## config.mk

```make
export PLATFORM = sky130hd
export DESIGN_NAME = priv_trap_ctrl
export DESIGN_NICKNAME = d
export VERILOG_FILES = /design/src/rtl/priv_trap_pkg.sv /design/src/rtl/priv_trap_decide.sv /design/src/rtl/priv_wait_fsm.sv /design/src/rtl/priv_csr_regs.sv /design/src/rtl/priv_trap_ctrl.sv
export SDC_FILE = /design/constraint.sdc
export NUM_CORES = 1
export LEC_CHECK = 0
export BUFFER_PORTS_ARGS = -buffer_cell sky130_fd_sc_hd__buf_2
export CAP_MARGIN = 40
export CORE_AREA = 2 2 114 116
export CTS_CLUSTER_DIAMETER = 200
export DETAILED_ROUTE_END_ITERATION = 6
export DIE_AREA = 0 0 116 118
export PLACE_DENSITY_LB_ADDON = 0.05
export SLEW_MARGIN = 20
export SYNTH_ARGS = -nofsm -noshare
export SYNTH_HDL_FRONTEND = slang
export SYNTH_HIERARCHICAL = 1
export SYNTH_SLANG_ARGS = --single-unit
```

## constraint.sdc

```tcl
create_clock -name clk -period 3.4 [get_ports clk]
set_input_delay 0 -clock clk [delete_from_list [all_inputs] [get_ports clk]]
set_output_delay 0 -clock clk [all_outputs]
set_load 0.02 [all_outputs]
```

## src/rtl/priv_trap_pkg.sv

```systemverilog
package priv_trap_pkg;

    typedef enum logic [1:0] {
        PRIV_U = 2'b00,
        PRIV_M = 2'b11
    } priv_e;

    typedef enum logic [1:0] {
        CSROP_READ  = 2'd0,
        CSROP_WRITE = 2'd1,
        CSROP_SET   = 2'd2,
        CSROP_CLEAR = 2'd3
    } csr_op_e;

    typedef enum logic {
        ST_RUN   = 1'b0,
        ST_SLEEP = 1'b1
    } wait_state_e;

    localparam logic [11:0] ADDR_STATUS = 12'h300;
    localparam logic [11:0] ADDR_TVEC   = 12'h305;
    localparam logic [11:0] ADDR_EPC    = 12'h341;
    localparam logic [11:0] ADDR_CAUSE  = 12'h342;

    localparam int BIT_MIE  = 3;
    localparam int BIT_MPIE = 7;
    localparam int BIT_MPP  = 11;
    localparam int BIT_TW   = 21;

    localparam logic [4:0] CAUSE_ILLEGAL = 5'd2;
    localparam logic [4:0] CAUSE_BREAK   = 5'd3;
    localparam logic [4:0] CAUSE_ECALL_U = 5'd8;
    localparam logic [4:0] CAUSE_ECALL_M = 5'd11;

endpackage

```

## src/rtl/priv_trap_decide.sv

```systemverilog
module priv_trap_decide
    import priv_trap_pkg::*;
(
    input  logic        clk,
    input  logic        rst_n,
    input  logic        instr_valid,
    input  logic        sleeping,
    input  priv_e       priv,
    input  logic        tw,
    input  logic        is_mret,
    input  logic        is_wfi,
    input  logic        is_ecall,
    input  logic        is_ebreak,
    input  logic        is_illegal,
    input  logic        csr_en,
    input  logic [1:0]  csr_op,
    input  logic [11:0] csr_addr,
    output logic        take_trap,
    output logic [4:0]  cause,
    output logic        do_mret,
    output logic        wfi_go,
    output logic        csr_we
);

    logic active;
    logic csr_fault;
    logic illegal_any;

    always_comb begin
        active      = instr_valid && !sleeping;
        csr_fault   = csr_en && (priv == PRIV_U) && (csr_addr[9:8] == 2'b11);
        illegal_any = is_illegal
                   || (is_mret && priv == PRIV_U)
                   || (is_wfi && priv == PRIV_U && tw)
                   || csr_fault;

        cause = 5'd0;
        if (illegal_any)    cause = CAUSE_ILLEGAL;
        else if (is_ebreak) cause = CAUSE_BREAK;
        else if (is_ecall)  cause = (priv == PRIV_U) ? CAUSE_ECALL_U : CAUSE_ECALL_M;

        take_trap = active && (illegal_any || is_ebreak || is_ecall);
        do_mret   = active && is_mret && !take_trap;
        wfi_go    = active && is_wfi && !take_trap;
        csr_we    = active && csr_en && (csr_op != CSROP_READ) && !take_trap;
    end


    umode_mret_chk: assert property (@(posedge clk) disable iff (!rst_n)
        (instr_valid && !sleeping && is_mret && priv == PRIV_U)
        |-> (take_trap && cause == CAUSE_ILLEGAL && !do_mret));


    mmode_wfi_chk: assert property (@(posedge clk) disable iff (!rst_n)
        (instr_valid && !sleeping && is_wfi && priv == PRIV_M && !is_illegal
         && !is_ecall && !is_ebreak && !csr_en)
        |-> (!take_trap && wfi_go));


    trap_blocks_write_chk: assert property (@(posedge clk) disable iff (!rst_n)
        take_trap |-> !csr_we);

endmodule

```

## src/rtl/priv_wait_fsm.sv

```systemverilog
module priv_wait_fsm
    import priv_trap_pkg::*;
#(
    parameter int IRQW = 16
) (
    input  logic            clk,
    input  logic            rst_n,
    input  logic            wfi_go,
    input  logic [IRQW-1:0] irq_pending,
    input  logic [IRQW-1:0] irq_enable,
    output logic            sleeping,
    output logic            wfi_stall
);

    wait_state_e state_q, state_d;
    logic        wake;

    always_ff @(posedge clk or negedge rst_n) begin
        if (!rst_n) state_q <= ST_RUN;
        else        state_q <= state_d;
    end

    always_comb begin
        wake      = |(irq_pending & irq_enable);
        state_d   = state_q;
        wfi_stall = 1'b0;
        unique case (state_q)
            ST_RUN: begin
                if (wfi_go && !wake) begin
                    wfi_stall = 1'b1;
                    state_d   = ST_SLEEP;
                end
            end
            ST_SLEEP: begin
                wfi_stall = !wake;
                if (wake) state_d = ST_RUN;
            end
            default: state_d = ST_RUN;
        endcase
        sleeping = (state_q == ST_SLEEP);
    end


    sleep_hold_chk: assert property (@(posedge clk) disable iff (!rst_n)
        (state_q == ST_SLEEP && !wake) |=> (state_q == ST_SLEEP));


    wake_release_chk: assert property (@(posedge clk) disable iff (!rst_n)
        wake |-> !wfi_stall);

endmodule

```

## src/rtl/priv_csr_regs.sv

```systemverilog
module priv_csr_regs
    import priv_trap_pkg::*;
#(
    parameter int          XLEN      = 32,
    parameter logic [31:0] RESET_VEC = 32'h0000_0100
) (
    input  logic            clk,
    input  logic            rst_n,
    input  logic            take_trap,
    input  logic [4:0]      cause,
    input  logic [XLEN-1:0] trap_pc,
    input  logic            do_mret,
    input  logic            csr_we,
    input  logic [1:0]      csr_op,
    input  logic [11:0]     csr_addr,
    input  logic [XLEN-1:0] csr_wdata,
    output logic [XLEN-1:0] csr_rdata,
    output priv_e           priv,
    output logic            tw,
    output logic [XLEN-1:0] epc,
    output logic [XLEN-1:0] tvec_base
);

    localparam logic [XLEN-1:0] EPC_MASK  = ~XLEN'(1);
    localparam logic [XLEN-1:0] TVEC_MASK = ~XLEN'(3);

    priv_e           priv_q;
    logic            mie_q, mpie_q, tw_q;
    priv_e           mpp_q;
    logic [XLEN-1:0] epc_q, cause_q, tvec_q;
    logic [XLEN-1:0] status_rd;
    logic [XLEN-1:0] new_val;
    logic [1:0]      new_mpp;

    always_comb begin
        status_rd                       = '0;
        status_rd[BIT_MIE]              = mie_q;
        status_rd[BIT_MPIE]             = mpie_q;
        status_rd[BIT_MPP+1:BIT_MPP]    = mpp_q;
        status_rd[BIT_TW]               = tw_q;

        unique case (csr_addr)
            ADDR_STATUS: csr_rdata = status_rd;
            ADDR_TVEC:   csr_rdata = tvec_q;
            ADDR_EPC:    csr_rdata = epc_q;
            ADDR_CAUSE:  csr_rdata = cause_q;
            default:     csr_rdata = '0;
        endcase

        unique case (csr_op_e'(csr_op))
            CSROP_WRITE: new_val = csr_wdata;
            CSROP_SET:   new_val = csr_rdata | csr_wdata;
            CSROP_CLEAR: new_val = csr_rdata & ~csr_wdata;
            default:     new_val = csr_rdata;
        endcase
        new_mpp = new_val[BIT_MPP+1:BIT_MPP];
    end

    always_ff @(posedge clk or negedge rst_n) begin
        if (!rst_n) begin
            priv_q  <= PRIV_M;
            mie_q   <= 1'b0;
            mpie_q  <= 1'b0;
            mpp_q   <= PRIV_U;
            tw_q    <= 1'b0;
            epc_q   <= '0;
            cause_q <= '0;
            tvec_q  <= RESET_VEC & TVEC_MASK;
        end else if (take_trap) begin
            mpp_q   <= priv_q;
            mpie_q  <= mie_q;
            mie_q   <= 1'b0;
            priv_q  <= PRIV_M;
            epc_q   <= trap_pc & EPC_MASK;
            cause_q <= XLEN'(cause);
        end else if (do_mret) begin
            priv_q  <= mpp_q;
            mie_q   <= mpie_q;
            mpie_q  <= 1'b1;
            mpp_q   <= PRIV_U;
        end else if (csr_we) begin
            unique case (csr_addr)
                ADDR_STATUS: begin
                    mie_q  <= new_val[BIT_MIE];
                    mpie_q <= new_val[BIT_MPIE];
                    tw_q   <= new_val[BIT_TW];
                    if (new_mpp == PRIV_U || new_mpp == PRIV_M)
                        mpp_q <= priv_e'(new_mpp);
                end
                ADDR_TVEC:  tvec_q  <= new_val & TVEC_MASK;
                ADDR_EPC:   epc_q   <= new_val & EPC_MASK;
                ADDR_CAUSE: cause_q <= new_val;
                default: ;
            endcase
        end
    end

    assign priv      = priv_q;
    assign tw        = tw_q;
    assign epc       = epc_q;
    assign tvec_base = tvec_q;


    trap_enter_chk: assert property (@(posedge clk) disable iff (!rst_n)
        take_trap |=> (priv_q == PRIV_M && !mie_q && mpie_q == $past(mie_q)
                       && mpp_q == $past(priv_q)));


    trap_epc_chk: assert property (@(posedge clk) disable iff (!rst_n)
        take_trap |=> (epc_q == ($past(trap_pc) & EPC_MASK)));


    trap_cause_chk: assert property (@(posedge clk) disable iff (!rst_n)
        take_trap |=> (cause_q == XLEN'($past(cause))));


    mret_restore_chk: assert property (@(posedge clk) disable iff (!rst_n)
        do_mret |=> (priv_q == $past(mpp_q) && mie_q == $past(mpie_q)
                     && mpie_q && mpp_q == PRIV_U));

endmodule

```

## src/rtl/priv_trap_ctrl.sv

```systemverilog
module priv_trap_ctrl
    import priv_trap_pkg::*;
#(
    parameter int          XLEN      = 32,
    parameter int          IRQW      = 16,
    parameter logic [31:0] RESET_VEC = 32'h0000_0100
) (
    input  logic            clk,
    input  logic            rst_n,
    input  logic            instr_valid,
    input  logic [XLEN-1:0] instr_pc,
    input  logic            is_mret,
    input  logic            is_wfi,
    input  logic            is_ecall,
    input  logic            is_ebreak,
    input  logic            is_illegal,
    input  logic            csr_en,
    input  logic [1:0]      csr_op,
    input  logic [11:0]     csr_addr,
    input  logic [XLEN-1:0] csr_wdata,
    output logic [XLEN-1:0] csr_rdata,
    input  logic [IRQW-1:0] irq_pending,
    input  logic [IRQW-1:0] irq_enable,
    output logic            redirect,
    output logic [XLEN-1:0] redirect_pc,
    output logic            wfi_stall,
    output logic [1:0]      priv_mode
);

    logic            take_trap, do_mret, wfi_go, csr_we, sleeping, tw;
    logic [4:0]      cause;
    priv_e           priv;
    logic [XLEN-1:0] epc, tvec_base;

    priv_trap_decide u_decide (
        .clk        (clk),
        .rst_n      (rst_n),
        .instr_valid(instr_valid),
        .sleeping   (sleeping),
        .priv       (priv),
        .tw         (tw),
        .is_mret    (is_mret),
        .is_wfi     (is_wfi),
        .is_ecall   (is_ecall),
        .is_ebreak  (is_ebreak),
        .is_illegal (is_illegal),
        .csr_en     (csr_en),
        .csr_op     (csr_op),
        .csr_addr   (csr_addr),
        .take_trap  (take_trap),
        .cause      (cause),
        .do_mret    (do_mret),
        .wfi_go     (wfi_go),
        .csr_we     (csr_we)
    );

    priv_wait_fsm #(.IRQW(IRQW)) u_wait (
        .clk        (clk),
        .rst_n      (rst_n),
        .wfi_go     (wfi_go),
        .irq_pending(irq_pending),
        .irq_enable (irq_enable),
        .sleeping   (sleeping),
        .wfi_stall  (wfi_stall)
    );

    priv_csr_regs #(.XLEN(XLEN), .RESET_VEC(RESET_VEC)) u_regs (
        .clk       (clk),
        .rst_n     (rst_n),
        .take_trap (take_trap),
        .cause     (cause),
        .trap_pc   (instr_pc),
        .do_mret   (do_mret),
        .csr_we    (csr_we),
        .csr_op    (csr_op),
        .csr_addr  (csr_addr),
        .csr_wdata (csr_wdata),
        .csr_rdata (csr_rdata),
        .priv      (priv),
        .tw        (tw),
        .epc       (epc),
        .tvec_base (tvec_base)
    );

    always_comb begin
        redirect    = take_trap || do_mret;
        redirect_pc = take_trap ? tvec_base : epc;
        priv_mode   = priv;
    end


    sleep_quiet_chk: assert property (@(posedge clk) disable iff (!rst_n)
        sleeping |-> !redirect);


    trap_target_chk: assert property (@(posedge clk) disable iff (!rst_n)
        take_trap |-> (redirect_pc[1:0] == 2'b00));

endmodule

```

* After elaboration in Yosys (flattened, before gate mapping) *
Index checks and enable logic that the tools add are counted.

word-level totals
  input bits = 119
  word-level logic and storage cells = 102
  output and inout port bits = 68
  register bits = 102

operators by class
  multiplexer cells = 34
  equality and inequality tests = 10
  reductions and logical operators = 42
  bitwise operators = 7

operators by type and width
  cell                                                                      count
  32-bit two-way mux                                                        9
  32-bit one-hot mux with 4 select lines                                    1
  32-bit one-hot mux with 3 select lines                                    1
  12-bit by 10-bit equality test with 1-bit output (second input constant)  4
  32-bit AND                                                                1
  32-bit inverter                                                           1
  32-bit OR                                                                 1
  16-bit AND                                                                1
  2-bit two-way mux                                                         8
  16-bit OR reduction                                                       1
  1-bit logical AND                                                         15
  5-bit two-way mux                                                         3
  1-bit two-way mux                                                         10
  2-bit nonzero test                                                        5
  3-bit AND reduction                                                       3
  3-bit nonzero test                                                        3
  2-bit equality test (second input constant)                               4
  4-bit AND reduction                                                       2
  1-bit logical OR                                                          7
  2-bit zero test                                                           2
  1-bit one-hot mux with 2 select lines                                     2
  1-bit zero test                                                           3
  1-bit inverter                                                            3
  2-bit by 1-bit equality test with 1-bit output (second input constant)    1
  other kinds (2)                                                           2

* Longest topological paths before layout *
  depth in word-level cells = 13
  gate-level depth with buffers = 10

* Modules after synthesis *
Netlist, hierarchy kept.

modules (own cells, without submodules)
  module            instances  seq. area each (µm²)  area an instance (µm²)  cells each
  priv_csr_regs     1          2506.2                5962.0                  654
  priv_trap_ctrl    1          0.0                   546.8                   37
  priv_trap_decide  1          0.0                   150.1                   22
  priv_wait_fsm     1          25.0                  111.4                   12

* Worst setup path before layout *
Ideal clock, no wire load.

  path type = reg2reg
  start = register u_regs.priv_q[1], in the netlist u_regs/priv[1]
  end = register u_regs.cause_q[20]
  required time = 3.317 ns
  arrival = 2.266 ns
  setup slack = 1.051 ns
  cell stages (with the launch flop) = 8
  library setup time = 0.083 ns
  cell sequence = dfstp_2 -> nor2_2 -> a21boi_2 -> o41a_1 -> nor2_1 -> nand4_1 -> clkbuf_1 -> o21ai_0

on the way
  longest elaborated chain between the ends = 12

ends and longest elaborated chain
  item                                                                  line                                                                    RTL
  from (decl)                                                           priv_csr_regs.sv:27                                                     priv_e priv_q;
  from (signal assigned)                                                priv_csr_regs.sv:77                                                     priv_q <= mpp_q;
  2-bit zero test *                                                     priv_trap_decide.sv:31, priv_trap_decide.sv:33, priv_trap_decide.sv:34
  1-bit logical AND, on equally long branches                           priv_trap_decide.sv:33, priv_trap_decide.sv:34
  1-bit logical OR / 1-bit logical AND (equally long branches)          priv_trap_decide.sv:33, priv_trap_decide.sv:34
  1-bit logical OR                                                      priv_trap_decide.sv:34                                                  || (is_wfi && priv == PRIV_U && tw)
  1-bit logical OR *                                                    priv_trap_decide.sv:35                                                  || csr_fault;
  1-bit logical OR * (2 in a row)                                       priv_trap_decide.sv:42                                                  take_trap = active && (illegal_any || is_ebreak || is_ecall);
  1-bit logical AND *                                                   priv_trap_decide.sv:42
  via take_trap                                                         priv_trap_ctrl.sv:30                                                    logic take_trap, do_mret, wfi_go, csr_we, sleeping, tw;
  1-bit zero test                                                       priv_trap_decide.sv:43, priv_trap_decide.sv:45
  1-bit logical AND, on equally long branches                           priv_trap_decide.sv:43, priv_trap_decide.sv:45
  2-bit != test (no line) / 2-bit nonzero test (equally long branches)  n/a
  3-bit AND reduction (no line)                                         n/a
  to (signal assigned)                                                  priv_csr_regs.sv:75                                                     cause_q <= XLEN'(cause);
  to (signal assigned)                                                  priv_csr_regs.sv:92                                                     ADDR_CAUSE: cause_q <= new_val;
  to (decl)                                                             priv_csr_regs.sv:30                                                     logic [XLEN-1:0] epc_q, cause_q, tvec_q;

Mark *: on every way through the listed nets, which the timed path passes. The rest lies on a longest branch.
A chain may end at the register's enable or synchronous reset.

* Final worst setup path *
  start = register u_regs.priv_q[1], in the netlist u_regs/priv[1]
  end = output redirect_pc[21]

on the way
  longest elaborated chain between the ends = 9

ends and longest elaborated chain
  item                                                          line                                                                    RTL
  2-bit zero test *                                             priv_trap_decide.sv:31, priv_trap_decide.sv:33, priv_trap_decide.sv:34
  1-bit logical AND, on equally long branches                   priv_trap_decide.sv:33, priv_trap_decide.sv:34
  1-bit logical OR / 1-bit logical AND (equally long branches)  priv_trap_decide.sv:33, priv_trap_decide.sv:34
  1-bit logical OR                                              priv_trap_decide.sv:34
  1-bit logical OR *                                            priv_trap_decide.sv:35
  1-bit logical OR * (2 in a row)                               priv_trap_decide.sv:42
  1-bit logical AND *                                           priv_trap_decide.sv:42
  via take_trap                                                 priv_trap_ctrl.sv:30
  32-bit two-way mux *                                          priv_trap_ctrl.sv:87                                                    redirect_pc = take_trap ? tvec_base : epc;
  to (decl)                                                     priv_trap_ctrl.sv:25                                                    output logic [XLEN-1:0] redirect_pc,

Marks and branches as above.

==> metrics.md <==
| Metric | Value |
|---|---|
| DRC | 0 |
| Max_cap viols | 0 |
| Post-Place Cells | between 1,000 and 1,500 |
| Wire length of the first global-routing pass | 33,020 um |
| Sequential share of power | 43.0% |
| Setup TNS | 0 ns |
| # fillers | 1,014 |
| Fin util | 67.87% |
| Reg2reg start | u_regs/priv[1] |
| Syn Inst Count | 725 |
| Status | finished, final reports clean |
| Worst Reg2Reg Path Length in Cells | 7 |
| Int Pwr | 2.127 mW |
| Hold Fails Final Rpt | 0 |
| Hold path depth | 4 |
| P_leak | 3.722 nW |
| CTS sink count | 101 |
| Via count | 6,528 |
| CP top delay family | buffers and inverters |
| Total CTS buffers | 9 |
| CP bufs+invs | 3 |
| Nets | between 1,000 and 1,500 |
| Sequential share of the synthesized area | 37.39% |
| Overflow after GRT | 0 |
| Critical Path Most Common Cell | buf_4 |
| Vias per inst | 5.945 |
| Clk pwr share | 36.1% |
| Initial Util | 54.54% |
| Longest Clk Path Bufs | 2 |
| Die area | 0.01369 mm2 |
| Clk_skew | 0.01348 ns |
| Final min period | 2.898 ns |
| DR iter-0 viols | 396 |
| Layout cells sized above 1 | 32.83% |
| Final setup violating endpoints | 0 |
| Startpoint types | flip-flop |
| Worst vdd ir | 258.4 uV |
| Initial antenna violation count | 0 |
| Synth Register Bits | between 100 and 150 |
| Placeable Area | ~0.012 mm2 |
| Reg2reg setup slack | 0.57 ns |
| I/O pin count | 187 |
| Yosys cell types | 66 |
| Worst R2R End | u_regs/epc[31] |
| YS warnings | 6 |
| Post-route ant nets | 0 |
| Die Ht | 118 um |
| WL/cell | 19.22 um |
| Sw Share | between 20 and 30% |
| IO buf count | 184 |
| All-Layer GR Usage | 30.88% |
| Gpl congestion | 0.9077 |
| Area after DPL | 0.007770 mm2 |
| RSZ-0062 raised after global routing | false |
| Worst skew pair latency | 0.36 ns |
| PwrDens | 357.2 mW/mm2 |
| Clk pin slew, worst setup/hold paths | roughly 0.08 ns |
| Crit-path slowest cell | buf_4 |
| Actual slew at the worst max-slew pin | 0.8548 ns |
| Hold Path End | u_wait/sleeping |
| Ys async rst share | 100.0% |
| Sequential cell area | about 0.0025 mm2 |
| Synthesis-to-layout area growth | 24.45% |
| Finished Cell Area | 0.008426 mm2 |
| Crit end category | primary output |
| CP cell instances | nor2_2, a21boi_2, o41a_2, buf_4, buf_4, mux2_4, buf_2 |
| Pin count of the biggest net entering global routing | 61 |
| Post-synth EDFFs | 0 |
| Fin crit share | 85.24% |
| CTS resizes | 0 |
| # diodes | 0 |
| Vias in the first global route | 6,442 |
| CTS tree | yes |
| Cell Area, Synth | 0.006770 mm2 |
| Root Buffer | clkbuf_16 |
| Rel. slew slack | 42.83% |
| Min-delay src | irq_enable[14] |
| Hold Crit Class | in -> reg |
| CTS H-tree depth | 3 |
| Footprint of the multi-input gates | ~0.0039 mm2 |
| DRT Pass-1 Iters | 5 |
| Die W | between 100 and 150 um |
| Critical Path AT | a little under 3 ns |
| Top FF cell, synth | dfrtp_1 |
| Post-synthesis average cell area | 9.338 um2 |
| HPWL Detailed | 14,000 um |
| P_sw | 0.8822 mW |
| Post-Route WL | between 20,000 and 25,000 um |
| F_max | 345.0 MHz |
| Combinational power share | a little over a fifth |
| Final std cells w/o fill | around 1,100 |
| Crit-path max cell delay | roughly 0.44 ns |
| Type of the worst setup path | reg -> out |
| CP max FO | 34 |
| CP required | 3.40 ns |
| Slew Limit Fails | 0 |
| FP Rows | 41 |
how the worst max path moves through the flow:
stage	slack [ns]	cells after the start	to	from
3_5_place_dp	0.66	8	u_regs/cause_q[30]	u_regs/priv[1]
4_1_cts	0.52	7	redirect_pc[21]	u_regs/priv[1]
6_report	0.50	7	redirect_pc[21]	u_regs/priv[1]
5_1_grt	0.35	7	redirect_pc[21]	u_regs/priv[1]
2_1_floorplan	1.05	7	u_regs/cause_q[20]	u_regs/priv[1]
3_3_place_gp	0.74	7	u_regs/epc[31]	u_regs/priv[1]
state kept, by name, summed over array words and instances (netlist names):
signal / flops
u_regs/cause_q: 32
u_regs/epc: 31
u_regs/tvec_base: 30
u_regs/mpp_q: 2
u_regs/priv: 2
u_regs/mie_q: 1
u_regs/mpie_q: 1
u_regs/tw: 1
u_wait/sleeping: 1
worst reg2reg max path: stages, from the launching register on:
cell and delay [ns]:
dfstp_2 0.59, nor2_2 0.08, a21boi_2 0.18, nor3_1 0.37, nand2b_1 0.19, nor3_4 0.69
nand2b_4 0.39, o21ai_0 0.27
power groups by stage:
| stage | registers, mW | logic, mW | clock network (mW) |
|---|---|---|---|
| finish | 1.30 | 0.627 | 1.09 |
| global route | 1.30 | 0.683 | 1.15 |
| CTS | 1.29 | 0.624 | 1.10 |
| detailed placement | 1.32 | 0.591 | 0 |
| global placement | 1.31 | 0.578 | 0 |
| floorplan | 1.31 | 0.387 | 0 |
metrics by stage:
step           hold slack [ns]  total power, mW  setup WS [ns]
2_1_floorplan          -0.2956            1.693          1.051
3_3_place_gp          -0.08983            1.892         0.7353
3_5_place_dp          -0.08716            1.910         0.6598
4_1_cts                0.01110            3.019         0.5229
5_1_grt                0.02638            3.134         0.3467
6_report              0.008202            3.010         0.5018
Yosys cell counts, drive strengths merged, types with 4 or more instances:
cell | instances | area, um2
or2 | 7 | 43.79
clkbuf | 35 | 131.4
buf | 27 | 247.7
nand3 | 7 | 35.03
a22o | 10 | 87.58
nor2 | 13 | 53.80
nand4 | 4 | 25.02
dfrtp | 98 | 2452
o31ai | 4 | 30.03
o21ai | 121 | 605.6
a22oi | 15 | 112.6
inv | 4 | 15.01
nor3b | 30 | 225.2
nor3 | 10 | 71.32
o2bb2ai | 25 | 337.8
nand3b | 4 | 30.03
and2 | 30 | 187.7
nor4 | 4 | 25.02
nand2b | 4 | 32.53
xnor2 | 31 | 271.5
nor2b | 8 | 50.05
mux2 | 36 | 514.3
a32oi | 25 | 219.0
a21oi | 36 | 195.2
nand2 | 95 | 356.6
final cells by class:
type                    instances  area share, %
clock buffers                   9          2.673
clock inverters                 7         0.9504
inverters                       4         0.1782
multi-input cells             561          46.11
flip-flops and latches        101          30.04
well taps                     172          2.554
repair buffers                244          17.49
metal layers:
| layer | global-route usage (%) | routed length, um |
|---|---|---|
| met1 | 41.63 | 9274 |
| met2 | 51.02 | 10270 |
| met3 | 3.913 | 1212 |
| met4 | 10.71 | 344 |
| met5 | 0 | 0 |
cell families after synthesis:
kind of cell	Yosys count	share of synthesized area, %
buffers and inverters	66	5.822
and+or+nand+nor	229	18.35
other	2	0.1109
DFF	101	37.39
xor gates and xnor gates	32	4.140
muxes	36	7.596
AOI/OAI and AO/OA	259	26.59
cells in the final DEF, fill, tap and decap left out, drive strengths merged, types with 4 or more instances in the layout:
cell type / instances
nor3: 10
nor2: 13
conb: 5
a22oi: 15
o31ai: 4
inv: 8
xnor2: 31
buf: 209
o21ai: 121
nand2: 95
nor4: 4
clkbuf: 9
a32oi: 25
nor3b: 30
nand2b: 4
dfrtp: 98
a21oi: 36
nand3b: 4
mux2: 36
a22o: 10
nand4: 4
o2bb2ai: 25
nor2b: 8
nand3: 7
or2: 7
dlygate4sd3: 35
and2: 30
timing repair:
item	4_1_cts	5_1_grt
hold buffers	35	0
setup buffers	0	0
hold endpoints to repair	79	0
(Power assumes the default switching activity.)
